### src/rtl/cal_startup_pkg.sv
package cal_startup_pkg;
  typedef enum logic [1:0] {
    ST_IDLE = 2'd0,
    ST_RUN  = 2'd1,
    ST_DONE = 2'd2
  } burst_state_e;
endpackage

### src/rtl/cal_order_latch.sv
module cal_order_latch (
  input  logic clk_i,
  input  logic rst_ni,
  input  logic supply_ok_i,
  input  logic ref_ok_i,
  input  logic consume_i,
  output logic ordered_o
);
  logic ordered_q;

  always_ff @(posedge clk_i or negedge rst_ni) begin
    if (!rst_ni)           ordered_q <= 1'b0;
    else if (!supply_ok_i) ordered_q <= 1'b0;
    else if (consume_i)    ordered_q <= 1'b0;
    else if (!ref_ok_i)    ordered_q <= 1'b1;
  end

  assign ordered_o = ordered_q;


  supply_loss_chk: assert property (@(posedge clk_i) disable iff (!rst_ni)
    !supply_ok_i |=> !ordered_o);


  consume_chk: assert property (@(posedge clk_i) disable iff (!rst_ni)
    consume_i |=> !ordered_o);
endmodule

### src/rtl/cal_slot_timer.sv
module cal_slot_timer #(
  parameter int SLOT_LEN  = 16,
  parameter int PULSE_LEN = 2
) (
  input  logic clk_i,
  input  logic rst_ni,
  input  logic clear_i,
  input  logic run_i,
  output logic strobe_no_o,
  output logic slot_end_o
);
  localparam int SLOT_W = (SLOT_LEN > 1) ? $clog2(SLOT_LEN) : 1;
  localparam logic [SLOT_W-1:0] LAST  = SLOT_W'(SLOT_LEN - 1);
  localparam logic [SLOT_W-1:0] PULSE = SLOT_W'(PULSE_LEN);

  logic [SLOT_W-1:0] slot_q;

  always_ff @(posedge clk_i or negedge rst_ni) begin
    if (!rst_ni)               slot_q <= '0;
    else if (clear_i)          slot_q <= '0;
    else if (run_i) begin
      if (slot_q == LAST)      slot_q <= '0;
      else                     slot_q <= slot_q + SLOT_W'(1);
    end
  end

  assign slot_end_o  = run_i && (slot_q == LAST);
  assign strobe_no_o = !(run_i && (slot_q < PULSE));

  generate
    if (PULSE_LEN >= 2) begin : g_width_chk

      strobe_width_chk: assert property (@(posedge clk_i) disable iff (!rst_ni)
        $fell(strobe_no_o) |=> (!run_i || !strobe_no_o));
    end
  endgenerate


  slot_start_chk: assert property (@(posedge clk_i) disable iff (!rst_ni)
    (slot_end_o && !clear_i) |=> (!run_i || !strobe_no_o));
endmodule

### src/rtl/cal_burst_counter.sv
module cal_burst_counter #(
  parameter int CNT_W = 14
) (
  input  logic clk_i,
  input  logic rst_ni,
  input  logic clear_i,
  input  logic step_i,
  output logic carry_o
);
  logic [CNT_W-1:0] cnt_q;
  logic [CNT_W:0]   sum;

  assign sum = {1'b0, cnt_q} + (CNT_W+1)'(1);

  always_ff @(posedge clk_i or negedge rst_ni) begin
    if (!rst_ni)      cnt_q <= '0;
    else if (clear_i) cnt_q <= '0;
    else if (step_i)  cnt_q <= sum[CNT_W-1:0];
  end

  assign carry_o = step_i && sum[CNT_W];
endmodule

### src/rtl/cal_startup_gen.sv
module cal_startup_gen
  import cal_startup_pkg::*;
#(
  parameter int SLOT_LEN  = 16,
  parameter int PULSE_LEN = 2,
  parameter int CNT_W     = 14
) (
  input  logic clk_i,
  input  logic rst_ni,
  input  logic supply_ok_i,
  input  logic ref_ok_i,
  input  logic sys_run_i,
  input  logic en_n_i,
  output logic cal_strobe_no_o,
  output logic busy_o,
  output logic done_o
);
  burst_state_e state_q, state_d;
  logic ordered, pins_ok, arm, abort_run, slot_end, carry, running;

  assign pins_ok   = sys_run_i && !en_n_i;
  assign running   = (state_q == ST_RUN);
  assign arm       = !running && ordered && supply_ok_i && ref_ok_i && pins_ok;
  assign abort_run = running && !pins_ok;

  cal_order_latch u_order (
    .clk_i       (clk_i),
    .rst_ni      (rst_ni),
    .supply_ok_i (supply_ok_i),
    .ref_ok_i    (ref_ok_i),
    .consume_i   (arm),
    .ordered_o   (ordered)
  );

  cal_slot_timer #(.SLOT_LEN(SLOT_LEN), .PULSE_LEN(PULSE_LEN)) u_slot (
    .clk_i       (clk_i),
    .rst_ni      (rst_ni),
    .clear_i     (arm),
    .run_i       (running),
    .strobe_no_o (cal_strobe_no_o),
    .slot_end_o  (slot_end)
  );

  cal_burst_counter #(.CNT_W(CNT_W)) u_count (
    .clk_i   (clk_i),
    .rst_ni  (rst_ni),
    .clear_i (arm),
    .step_i  (slot_end),
    .carry_o (carry)
  );

  always_comb begin
    state_d = state_q;
    unique case (state_q)
      ST_RUN: begin
        if (abort_run)  state_d = ST_IDLE;
        else if (carry) state_d = ST_DONE;
      end
      default: if (arm) state_d = ST_RUN;
    endcase
  end

  always_ff @(posedge clk_i or negedge rst_ni) begin
    if (!rst_ni) state_q <= ST_IDLE;
    else         state_q <= state_d;
  end

  assign busy_o = running;
  assign done_o = (state_q == ST_DONE);


  arm_cond_chk: assert property (@(posedge clk_i) disable iff (!rst_ni)
    $rose(busy_o) |-> $past(supply_ok_i && ref_ok_i && sys_run_i && !en_n_i));


  strobe_idle_chk: assert property (@(posedge clk_i) disable iff (!rst_ni)
    !cal_strobe_no_o |-> busy_o);


  done_entry_chk: assert property (@(posedge clk_i) disable iff (!rst_ni)
    $rose(done_o) |-> $past(busy_o));


  excl_state_chk: assert property (@(posedge clk_i) disable iff (!rst_ni)
    !(busy_o && done_o));


  abort_chk: assert property (@(posedge clk_i) disable iff (!rst_ni)
    (busy_o && (!sys_run_i || en_n_i)) |=> (!busy_o && !done_o));


  done_hold_chk: assert property (@(posedge clk_i) disable iff (!rst_ni)
    (done_o && !(sys_run_i && !en_n_i && supply_ok_i && ref_ok_i)) |=> done_o);
endmodule

### config.mk
export PLATFORM = sky130hd
export DESIGN_NAME = cal_startup_gen
export DESIGN_NICKNAME = d
export VERILOG_FILES = /design/src/rtl/cal_startup_pkg.sv /design/src/rtl/cal_order_latch.sv /design/src/rtl/cal_slot_timer.sv /design/src/rtl/cal_burst_counter.sv /design/src/rtl/cal_startup_gen.sv
export SDC_FILE = /design/constraint.sdc
export NUM_CORES = 1
export LEC_CHECK = 0
export BUFFER_PORTS_ARGS = -buffer_cell sky130_fd_sc_hd__buf_2
export CAP_MARGIN = 20
export CORE_MARGIN = 5
export CORE_UTILIZATION = 55
export CTS_CLUSTER_SIZE = 25
export DETAILED_ROUTE_END_ITERATION = 12
export PLACE_DENSITY = 0.74
export SLEW_MARGIN = 20
export SYNTH_ARGS = -nofsm -noshare
export SYNTH_HDL_FRONTEND = slang
export SYNTH_SLANG_ARGS = --single-unit
### constraint.sdc
create_clock -name clk_i -period 2.45 [get_ports clk_i]
set_input_delay 0.49 -clock clk_i [delete_from_list [all_inputs] [get_ports clk_i]]
set_output_delay 0.49 -clock clk_i [all_outputs]
set_load 0.02 [all_outputs]
==> After elaboration in Yosys (flattened, before gate mapping) <==
Index checks and enable logic that the tools add are counted.
{ "totals": {"ff_bits": 21, "in_bits": 6, "output_inout_bits": 3, "wordCells": 40} }
{ "op_classes": {"add_sub_neg": 2, "n_lt_le_gt_ge": 1, "eq_ne": 5, "n_mux": 12, "n_reduce_logical": 16} }
{ "ops": {"columns": ["cell", "n"], "rows": [
  ["two-way mux 14 bit", 2],
  ["adder 14 x 1 -> 15 bit (second input constant)", 1],
  ["two-way mux 4 bit", 3],
  ["logical AND 1 bit", 9],
  ["two-way mux 2 bit", 4],
  ["adder 4 x 1 -> 4 bit (second input constant)", 1],
  ["== test 4 bit (second input constant)", 1],
  ["zero test 1 bit", 4],
  ["less-than comparator 4 x 2 -> 1 bit (second input constant)", 1],
  ["nonzero test 2 bit", 2],
  ["two-way mux 1 bit", 3],
  ["!= test 3 x 2 -> 1 bit (second input constant)", 1],
  ["!= test 3 bit (second input constant)", 1],
  ["== test 2 x 1 -> 1 bit (second input constant)", 1],
  ["== test 2 bit (second input constant)", 1],
  ["AND reduction 2 bit", 1]
]} }

==> Longest topological paths before layout <==
{ "logic_depth": {"ltp_word": 8, "ltp_mapped": 6, "depth_no_buf": 5} }

==> Hierarchy <==
Synthesis repeated with hierarchy kept, for this count alone.
{ "unflattened": {"hier_cells": 114, "hier_area_um2": 1169.9} }
{ "modules_own_cells": {"columns": ["mod", "instances", "cells_per_inst", "area_each_um2", "seq_area_each_um2"], "rows": [
  ["cal_burst_counter", 1, 76, 778.2, 350.3],
  ["cal_slot_timer", 1, 22, 220.2, 100.1],
  ["cal_startup_gen", 1, 13, 120.1, 50.0],
  ["cal_order_latch", 1, 3, 51.3, 25.0]
]} }

==> Worst setup path before layout <==
OpenSTA, ideal clock, no wires.
{ "synth_timing": {"path_type": "register to register", "startpoint": "register u_slot.slot_q[0]", "endpoint": "register state_q[0]", "setup_time_ps": 120, "arrival_ps": 1700, "required_time_ps": 2330, "setup_slack_ps": 631, "stages_incl_launch_ff": 6, "n_path_buf": 0, "synth_period_minus_slack_ps": 1819, "cell_sequence": "dfrtp_1 > ha_1 > nand3b_1 > or3_4 > or3_4 > a31o_1"} }
{ "synth_between": {"elab_chain_cells": 5} }
{ "synth_rtl": {"columns": ["element", "line_no", "source"], "rows": [
  ["from (decl)", "cal_slot_timer.sv:16", "logic [SLOT_W-1:0] slot_q;"],
  ["from (signal assigned)", "cal_slot_timer.sv:23", "else slot_q <= slot_q + SLOT_W'(1);"],
  ["== test 4 bit", "cal_slot_timer.sv:27", "assign slot_end_o = run_i && (slot_q == LAST);"],
  ["logical AND 1 bit", "cal_slot_timer.sv:27", null],
  ["logical AND 1 bit", "cal_burst_counter.sv:21", "assign carry_o = step_i && sum[CNT_W];"],
  ["!= test 3 bit (no source line)", null, null],
  ["AND reduction 2 bit (no source line)", null, null],
  ["to (signal assigned)", "cal_startup_gen.sv:65", "else state_q <= state_d;"],
  ["to (decl)", "cal_startup_gen.sv:18", "burst_state_e state_q, state_d;"]
]} }
No other way between the ends.
A chain may end at the register's enable or synchronous reset.

==> Worst setup path after layout <==
{ "layout_timing": {"startpoint": "register state_q[1]", "endpoint": "output cal_strobe_no_o"} }
{ "layout_between": {"elab_chain_cells": 3} }
{ "layout_rtl": {"columns": ["element", "line_no", "source"], "rows": [
  ["== test 2 x 1 -> 1 bit", "cal_startup_gen.sv:22", "assign running = (state_q == ST_RUN);"],
  ["logical AND 1 bit", "cal_slot_timer.sv:28", "assign strobe_no_o = !(run_i && (slot_q < PULSE));"],
  ["zero test 1 bit", "cal_slot_timer.sv:28", null],
  ["to (decl)", "cal_startup_gen.sv:14", "output logic cal_strobe_no_o,"]
]} }
No other way between the ends.

==> flow_metrics.env <==
export IMPL_wl_per_cell_um=14.00
export IMPL_yosys_area_top_type="dfrtp_1"
export IMPL_cts_tree="built"
export IMPL_synthXorXnorAreaFrac_pct=6.385
export IMPL_crit_type="reg -> out"
export IMPL_grt_pass1_vias=914
export IMPL_htree_levels=1
export IMPL_worstSkewPairLatency_ns=0.31
export IMPL_tightestPinTransition_ns=0.4950
export IMPL_clk_pin_slew_worst_paths_ns=0.12
export IMPL_grt_max_degree=22
export IMPL_maxUsedRoutingLayer="met4"
export IMPL_cts_sinks=21
export IMPL_drt_initial_drc_count=12
export IMPL_viasPerCell=5.921
export IMPL_dieWidth_um=54.67
export IMPL_max_cap_viol_count=0
export IMPL_drc_errors=0
export IMPL_critPathLaunchType="flop"
export IMPL_synth_top_area_share_pct=47.89
export IMPL_ir_worst_vdd_mv=0.4234
export IMPL_path_cells="nand2b_1, or4_1, buf_2"
export IMPL_cts_buffers_inserted=3
export IMPL_drive_above_1_share_pct=13.60
export IMPL_avgSynthCellArea_um2=9.459
export IMPL_setup_violations=0
export IMPL_relSlewSlack_pct=67.00
export IMPL_ioPinCount=9
export IMPL_setup_tns_ns=0
export IMPL_row_count=16
export IMPL_synth_flop_cell="dfrtp_1"
export IMPL_start_util_pct=57.10
export IMPL_skew_ns=0.01037
export IMPL_yosysSeqAreaShare_pct=47.89
export IMPL_slowest_delay_ns=0.45
export IMPL_numPortBuffers=8
export IMPL_path_max_fanout=9
export IMPL_synth_area_mm2=0.001097
export IMPL_min_period_over_period_pct=87.51
export IMPL_vias=900
export IMPL_cp_slowest_cell="or4_1"
export IMPL_clockBufferDepth=2
export IMPL_yosys_area_share_simple_pct=27.14
export IMPL_core_area_mm2=0.001922
export IMPL_diodes=0
export IMPL_antenna_found_initial=0
export IMPL_arrival_ns=1.65
export IMPL_gp_congestion=0.7768
export IMPL_fmax_mhz=466.4
export IMPL_worst_ep_required_time_ns=1.96
export IMPL_critPathCaptureType="output port"
export IMPL_cts_hold_buf=0
export IMPL_synth_distinct_cells=32
export IMPL_hold_viol_final=0
export IMPL_wl_met1_um=977
export IMPL_synth_edf_count=0
export IMPL_floorplan_die_area_mm2=0.002988
export IMPL_die_h_um=54.67
export IMPL_synth_warnings=0
export IMPL_synthMuxAreaShare_pct=0.9122
export IMPL_post_cts_buffers=0
export IMPL_leakagePower_nw=0.5130
export IMPL_synth_top_family_by_area="simple AND/OR/NAND/NOR gates"
export IMPL_run_status="finished clean"
export IMPL_track_usage_pct=18.15
export IMPL_overflow=0
export IMPL_power_density_mw_per_mm2=724.3
export IMPL_synth_compound_area_share_pct=12.54
export IMPL_period_minus_slack_ns=2.144
export IMPL_min_path_type="in -> async"
export IMPL_ys_seq_elements=21
export IMPL_grt_pass1_wl_um=3870
export IMPL_drtPass1Iterations=4
export IMPL_async_flop_share_pct=100.0
export IMPL_synthAdderAreaFrac_pct=2.281
export IMPL_dp_hpwl_um=1541
export IMPL_routed_wl_met2_um=1051
export IMPL_placedInstanceArea_mm2=0.001162
export IMPL_wl_um=2128
export IMPL_final_nets=134
export IMPL_syn2layout_area_growth_pct=8.438
export IMPL_synthCells=116
export IMPL_route_met3_wl_um=48
export IMPL_finalMaxSlewViolations=0
export IMPL_yosys_top_cells_area="dfrtp_1, xnor2_1, o21ai_0, nor2_1, a21oi_1"
export IMPL_final_cell_area_mm2=0.001190
export IMPL_cts_resized=0
export IMPL_cts_root_buf="clkbuf_4"
export IMPL_route_antenna_remaining_nets=0
export IMPL_rsz0062_at_grt="no"
export IMPL_synthesis_nets=124
path summary, 6_finish.rpt:
check	from	to	cells past startpoint	slack, ns
min in group clk_i	ref_ok_i	u_order.ordered_o$_DFFE_PN0P_	2	0.39
max in group asynchronous	rst_ni	u_slot.slot_q[2]$_DFFE_PN0P_	1	2.01
min reg2reg	u_count.cnt_q[0]$_DFFE_PN0P_	u_count.cnt_q[0]$_DFFE_PN0P_	1	0.55
max reg2reg	u_slot.slot_q[1]$_DFFE_PN0P_	u_count.cnt_q[11]$_DFFE_PN0P_	6	0.46
min	rst_ni	u_count.cnt_q[6]$_DFFE_PN0P_	1	0.11
max	state_q[1]$_DFFE_PN0P_	cal_strobe_no_o	3	0.31
cell usage in the layout, fill, tap and decap left out:
| cell type | synthesis | routed |
|---|---|---|
| buf_2 | 1 | 8 |
| or3_4 | 2 | 2 |
| nand4_2 | 1 | 1 |
| or3_1 | 5 | 5 |
| nand2_1 | 8 | 8 |
| mux2i_1 | 1 | 1 |
| o31ai_2 | 1 | 1 |
| nor4b_1 | 1 | 1 |
| nand4_1 | 3 | 3 |
| nor3_1 | 3 | 3 |
| nor2_1 | 11 | 11 |
| nand2b_1 | 2 | 2 |
| o31ai_1 | 1 | 1 |
| a41oi_1 | 1 | 1 |
| xnor2_1 | 8 | 8 |
| nand3b_1 | 2 | 2 |
| and4_1 | 1 | 1 |
| nor4_1 | 3 | 3 |
| clkinv_2 | 0 | 1 |
| a21o_1 | 1 | 1 |
| and3_1 | 2 | 2 |
| nor2b_1 | 2 | 2 |
| buf_4 | 0 | 1 |
| inv_1 | 4 | 4 |
| clkbuf_4 | 0 | 3 |
| a31o_1 | 1 | 1 |
| ha_1 | 2 | 2 |
| or4_1 | 1 | 1 |
| dfrtp_1 | 21 | 21 |
| nand3_1 | 6 | 6 |
| a21boi_0 | 1 | 1 |
| o21ai_0 | 10 | 10 |
| a21oi_1 | 7 | 7 |
power breakdown:
part	internal (W)	switching, W	total [W]
sequential	0.000430	0.000100	0.000530
clock	0.0000610	0.000108	0.000169
combinational	0.0000794	0.0000830	0.000162
total	0.000570	0.000292	0.000862
flip-flops by register name, summed over array words and instances (netlist names):
name / count
state_q: 2
u_slot.slot_q: 4
u_count.cnt_q: 14
u_order.ordered_o: 1
per-layer routing:
metal / up-vias / GRT usage (%)
li1: 432 / -
met1: 446 / 21.10
met2: 15 / 31.89
met3: 7 / 2.997
met4: 0 / 8.714
met5: - / 0
cell families (layout without fill, tap and decap cells):
family                   after synthesis  after routing
AND/OR/NAND/NOR                       53             53
adder cells (fa/ha/maj)                2              2
buffers and inverters                  8             17
multiplexers                           1              1
flip-flops                            21             21
XOR/XNOR                               8              8
AO/OA/AOI/OAI                         23             23
cell usage after synthesis (2+ instances only):
cell      instances
nor4_1            3
a21oi_1           7
nor2b_1           2
or3_1             5
and3_1            2
nor3_1            3
nand2_1           8
xnor2_1           8
or3_4             2
o21ai_0          10
dfrtp_1          21
ha_1              2
nand2b_1          2
inv_1             4
nand3_1           6
nor2_1           11
nand4_1           3
nand3b_1          2
clkbuf_1          2
per-stage QoR:
stage	power (W)	worst slack [ns]	std cells	hold slack, ns	utilization, %
after floorplan	0.0006524	0.6307	116	0.1944	-
after global routing	0.0009230	0.1973	152	0.1485	61.91
after detailed placement	0.0006974	0.4834	148	0.4746	60.48
after global placement	0.0006820	0.5722	148	0.4666	60.48
after CTS	0.0008654	0.2917	152	0.1313	61.91
final	0.0008618	0.3060	152	0.1135	61.91
area by class of cell:
cell class / instances / area (µm²)
fillers: 175 / 732.0
multi-input cells: 87 / 540.5
flip-flops and latches: 21 / 525.5
repair buffers: 9 / 47.55
well taps: 27 / 33.78
clock buffers: 3 / 22.52
inverters: 4 / 15.01
clock inverters: 1 / 5.005
critical path: cells and delay by family (launching register included):
family,cells,cell delay (ns)
simple gates,2,0.74
flops,1,0.43
buf+inv,1,0.17
(Power assumes the default switching activity.)
